### config.mk
export PLATFORM = sky130hd
export DESIGN_NAME = sign_split_accum
export DESIGN_NICKNAME = d
export VERILOG_FILES = /design/src/rtl/ssa_pkg.sv /design/src/rtl/ssa_sequencer.sv /design/src/rtl/ssa_group_bank.sv /design/src/rtl/ssa_combiner.sv /design/src/rtl/sign_split_accum.sv
export SDC_FILE = /design/constraint.sdc
export NUM_CORES = 1
export LEC_CHECK = 0
export BUFFER_PORTS_ARGS = -buffer_cell sky130_fd_sc_hd__buf_4
export CAP_MARGIN = 20
export CORE_ASPECT_RATIO = 1.75
export CORE_MARGIN = 1.5
export CORE_UTILIZATION = 40
export CTS_BUF_LIST = sky130_fd_sc_hd__clkbuf_4 sky130_fd_sc_hd__clkbuf_8
export CTS_CLUSTER_SIZE = 10
export DETAILED_ROUTE_END_ITERATION = 7
export PLACE_DENSITY = 0.58
export SETUP_SLACK_MARGIN = 0.02
export SLEW_MARGIN = 20
export SYNTH_ARGS = -nofsm -noshare
export SYNTH_HDL_FRONTEND = slang
export SYNTH_HIERARCHICAL = 1
export SYNTH_SLANG_ARGS = --single-unit
### constraint.sdc
create_clock -name clk -period 4.9 [get_ports clk]
set_clock_uncertainty 0.1 [all_clocks]
set_input_delay 0.49 -clock clk [delete_from_list [all_inputs] [get_ports clk]]
set_output_delay 0.49 -clock clk [all_outputs]
set_load 0.02 [all_outputs]
### src/rtl/ssa_pkg.sv
package ssa_pkg;

    // Group index: the value equals the operand sign bit.
    typedef enum logic {
        GRP_POS = 1'b0,
        GRP_NEG = 1'b1
    } grp_e;

    localparam int NUM_GRP = 2;

    // Per-cycle control produced by the sequencer.
    typedef struct packed {
        logic start;   // next accepted operand opens a product
        logic fire;    // result pulse
        logic narrow;  // combining mode for the held result
    } seq_ctl_t;

    function automatic grp_e pick_group(input logic sign_bit);
        return sign_bit ? GRP_NEG : GRP_POS;
    endfunction

endpackage

### src/rtl/ssa_sequencer.sv
module ssa_sequencer
    import ssa_pkg::*;
(
    input  logic     clk,
    input  logic     rst,
    input  logic     in_valid,
    input  logic     in_last,
    input  logic     in_narrow,
    output seq_ctl_t ctl
);

    seq_ctl_t ctl_q;

    always_ff @(posedge clk) begin
        if (rst) begin
            ctl_q.start  <= 1'b1;
            ctl_q.fire   <= 1'b0;
            ctl_q.narrow <= 1'b0;
        end else begin
            ctl_q.fire <= in_valid & in_last;
            if (in_valid) begin
                ctl_q.start <= in_last;
                if (in_last) begin
                    ctl_q.narrow <= in_narrow;
                end
            end
        end
    end

    assign ctl = ctl_q;

endmodule

### src/rtl/ssa_group_bank.sv
module ssa_group_bank
    import ssa_pkg::*;
#(
    parameter int ACC_W = 24
) (
    input  logic                              clk,
    input  logic                              rst,
    input  logic                              in_valid,
    input  logic                              start,
    input  grp_e                              sel,
    input  logic [ACC_W-1:0]                  opnd,
    output logic [NUM_GRP-1:0][ACC_W-1:0]     sums
);

    for (genvar g = 0; g < NUM_GRP; g++) begin : g_lane
        logic             take;
        logic [ACC_W-1:0] acc_q;
        logic [ACC_W-1:0] base;

        assign take = (sel == grp_e'(g));
        // A new product discards the previous total in both lanes.
        assign base = start ? '0 : acc_q;

        always_ff @(posedge clk) begin
            if (rst) begin
                acc_q <= '0;
            end else if (in_valid) begin
                acc_q <= take ? (base + opnd) : base;
            end
        end

        assign sums[g] = acc_q;
    end

endmodule

### src/rtl/ssa_combiner.sv
module ssa_combiner #(
    parameter int ACC_W = 24,
    parameter int RED_W = 16
) (
    input  logic [ACC_W-1:0] pos_sum,
    input  logic [ACC_W-1:0] neg_sum,
    input  logic             narrow,
    output logic [ACC_W-1:0] result
);

    logic [ACC_W-1:0] full_sum;

    // The single opposite-sign addition of a product.
    assign full_sum = pos_sum + neg_sum;

    if (RED_W < ACC_W) begin : g_trunc
        localparam int PAD_W = ACC_W - RED_W;
        logic [ACC_W-1:0] short_sum;
        assign short_sum = {{PAD_W{full_sum[RED_W-1]}}, full_sum[RED_W-1:0]};
        assign result = narrow ? short_sum : full_sum;
    end else begin : g_pass
        logic unused_mode;
        assign unused_mode = narrow;
        assign result = full_sum;
    end

endmodule

### src/rtl/sign_split_accum.sv
module sign_split_accum
    import ssa_pkg::*;
#(
    parameter int DATA_W = 16,
    parameter int ACC_W  = 24,
    parameter int RED_W  = 16
) (
    input  logic              clk,
    input  logic              rst,
    input  logic              in_valid,
    input  logic [DATA_W-1:0] in_data,
    input  logic              in_last,
    input  logic              in_narrow,
    output logic              out_valid,
    output logic [ACC_W-1:0]  out_result,
    output logic [ACC_W-1:0]  out_pos_sum,
    output logic [ACC_W-1:0]  out_neg_sum
);

    localparam int EXT_W = ACC_W - DATA_W;

    seq_ctl_t                      ctl;
    logic                          start_q;
    logic [ACC_W-1:0]              opnd_ext;
    grp_e                          grp_sel;
    logic [NUM_GRP-1:0][ACC_W-1:0] grp_sums;

    assign opnd_ext = {{EXT_W{in_data[DATA_W-1]}}, in_data};
    assign grp_sel  = pick_group(in_data[DATA_W-1]);

    ssa_sequencer seq_i (
        .clk       (clk),
        .rst       (rst),
        .in_valid  (in_valid),
        .in_last   (in_last),
        .in_narrow (in_narrow),
        .ctl       (ctl)
    );

    assign start_q = ctl.start;

    ssa_group_bank #(.ACC_W(ACC_W)) bank_i (
        .clk      (clk),
        .rst      (rst),
        .in_valid (in_valid),
        .start    (start_q),
        .sel      (grp_sel),
        .opnd     (opnd_ext),
        .sums     (grp_sums)
    );

    ssa_combiner #(.ACC_W(ACC_W), .RED_W(RED_W)) comb_i (
        .pos_sum (grp_sums[GRP_POS]),
        .neg_sum (grp_sums[GRP_NEG]),
        .narrow  (ctl.narrow),
        .result  (out_result)
    );

    assign out_valid   = ctl.fire;
    assign out_pos_sum = grp_sums[GRP_POS];
    assign out_neg_sum = grp_sums[GRP_NEG];

endmodule

==> flow_summary.ini <==
[outcome]
outcome = complete, no violations

[setup_path]
slowest_delay_ns = 0.46
critPathLaunchType = register
crit_required_ns = 4.31
critPathSlowestCell = ha_1
crit_family = simple AND/OR/NAND/NOR gates
path_buf_inv = 1
path_cells = ha_1 -> nand4_1 -> nor3_1 -> o21ai_0 -> a21oi_1 -> nand3b_1 -> o311ai_0 -> buf_4
setup.worst_path.class = register to primary output
worst-path-max-fanout = 8
cp-end-kind = primary output
cp.arrival_ns = 3.11

[clock_network]
cts.sinks = 51
clk_latency_ns = 0.32
post-cts-setup-buffer-count = 0
numCtsBuffers = 5
cts_root_buf = clkbuf_8
cts_resized = 0
ctsHoldBuffers = 0
clk_path_buf_depth = 2
h-tree-depth = 2
cts_tree = yes
path_clk_slew_ns = 0.11

[finish]
fin_nets = 935
layout_common_cells = 96 x buf_4, 69 x nor2_1, 69 x ha_1, 58 x nand2_1, 58 x a21oi_1
antennaDiodeCount = 0
drive_gt1_share_pct = 14.5
layout_commonest_cell = buf_4
synthToLayoutAreaGrowth_pct = 16.5

[logic_synthesis]
syn-num-nets = 861
synth.largest_area_cell = dfxtp_1
seq_area_frac_synth_pct = 17.6
synth_fa_ha_area_share_pct = 15.9
synth_edf_count = 0
ys_ff_latch = 51
syn_avg_cell_area_um2 = 7.57
ys_top_cells_by_area = dfxtp_1 18%, ha_1 15%, nor2b_1 5.6%, a21oi_1 5.0%, o21ai_0 4.6%
synth_warnings = 6
synth_area_mm2 = 0.00582
synth-compound-area-share_pct = 31.9
synth_top_area_share_pct = 17.6
ys_types = 70
synth_ff_type = dfxtp_1
yosys.area_share.simple_pct = 23.6
synth_mux_area_share_pct = 0.688
synth_top_family_by_area = compound AO/OA/AOI/OAI gates
synthArstFlopShare_pct = 0
synth_cells = 768
synthXorXnorAreaFrac_pct = 6.63

[timing]
fmax_ghz = 0.270
drv_slew = 0
tns_ns = 0
worst_pin_slew_ns = 0.719
period_share_pct = 75.6
rsz0062_at_grt = false
finalHoldViolCount = 0
fin_crit_ns = 3.70
setup_violations = 0
relSlewSlack_pct = 51.7
whs_ns = 0.345

[floorplanning]
die-area_mm2 = 0.0153
initial_core_util_pct = 40.7
design.core.area_mm2 = 0.0143
die_h_um = 163
num_rows = 58
die_w_um = 94.2
io_pins = 94

[drt]
via_count = 6163
post_drt_wl_per_cell_um = 19.6
drt_pre_antenna_iters = 5
drcViolationCount = 0
drt_iter0_drc = 319
ant_nets = 0
avgViaCountPerCell = 6.02
wl_um = 20000

[global_routing]
grt_max_degree = 29
grt_pass1_vias = 5958
met3_usage_pct = 2.80
grt_util_met2_pct = 47.1
antenna_found_initial = 0
globalRouteTotalUtil_pct = 26.5
grt_pass1_wl_um = 31300
overflow = 0
globalRouteMet1Util_pct = 29.8
busiest_layer = met2

[run]
drv_cap = 0

[placement]
place_congestion = 0.957
port_buffers = 93
dp_hpwl_um = 16300

[power_and_ir_drop]
pwr_density_cell_mw_per_mm2 = 185
vdd_drop_max_v = 0.000128
power_leakage_nw = 3.17

[worst_hold_path]
holdCritPathClass = input pin to register
power by group:
group / internal, W / switching, W / total [W]
combinational: 0.000167 / 0.000245 / 0.000412
clock: 0.000204 / 0.000165 / 0.000369
sequential: 0.000435 / 0.0000379 / 0.000473
total: 0.000806 / 0.000447 / 0.00125
Yosys cell counts (13+ instances only):
library cell and n:
xnor2_1 25, inv_1 23, o21ai_0 53, o21a_1 13, nand3_1 17, a22oi_1 13
dfxtp_1 51, a21oi_1 58, clkbuf_1 22, xor2_1 19, nor3_1 15, a21o_1 32
ha_1 69, nand2_1 58, nand4_1 13, nor2b_1 52, nor2_1 70
tightest hold or removal path: cells and delay by family:
family                 cells  cell delay [ns]
AND/OR/NAND/NOR            1             0.07
AO/OA/AOI/OAI              1             0.05
buffers and inverters      1             0.11
area by class of cell:
cell class	instances	area, um^2
Fill cell	1479	7520
Multi-Input combinational cell	665	4580
Sequential cell	51	1020
Timing Repair Buffer	96	721
Tap cell	180	225
Inverter	23	86.3
Clock buffer	5	68.8
Clock inverter	3	67.6
kinds of logic after synthesis:
family / count (synthesis)
fa+ha+maj: 72
mux: 4
buf+inv: 52
simple gates: 270
flops: 51
xor+xnor: 44
compound gates: 275
flip-flops by register name (all words and copies together) (netlist names):
| signal | flops |
|---|---|
| bank_i/g_lane.acc_q | 48 |
| seq_i/ctl | 3 |
metal layers:
metal | vias to the layer above | part of all wire (%) | wire, um
met2 | 246 | 50 | 10100
met3 | 56 | 5.3 | 1060
met5 | - | 0 | 0
li1 | 2996 | - | -
met1 | 2865 | 38 | 7640
met4 | 0 | 6.2 | 1250
metrics by stage:
step                instances  setup WS, ns  util (%)  instance area, um^2  total power, W
floorplan                 768          1.69         -                 5820        0.000734
global placement         1015          1.54      46.4                 6630        0.000886
detailed placement       1015          1.47      46.4                 6640        0.000890
CTS                      1023          1.30      47.4                 6770         0.00127
global route             1023         0.968      47.4                 6780         0.00132
finish                   1023          1.20      47.4                 6780         0.00125
worst paths after layout:
| path | startpoint | to | slack, ns | cells past startpoint |
|---|---|---|---|---|
| hold / removal | in_narrow | seq_i/ctl[0] | 0.35 | 3 |
| hold reg to reg | bank_i/g_lane[0].acc_q[15] | bank_i/g_lane[0].acc_q[15] | 0.42 | 2 |
| setup / recovery | bank_i/g_lane[0].acc_q[8] | out_result[20] | 1.20 | 8 |
| setup reg to reg | seq_i/ctl[2] | bank_i/g_lane[0].acc_q[23] | 1.42 | 9 |
No activity file was read; power rests on OpenSTA's default activity.
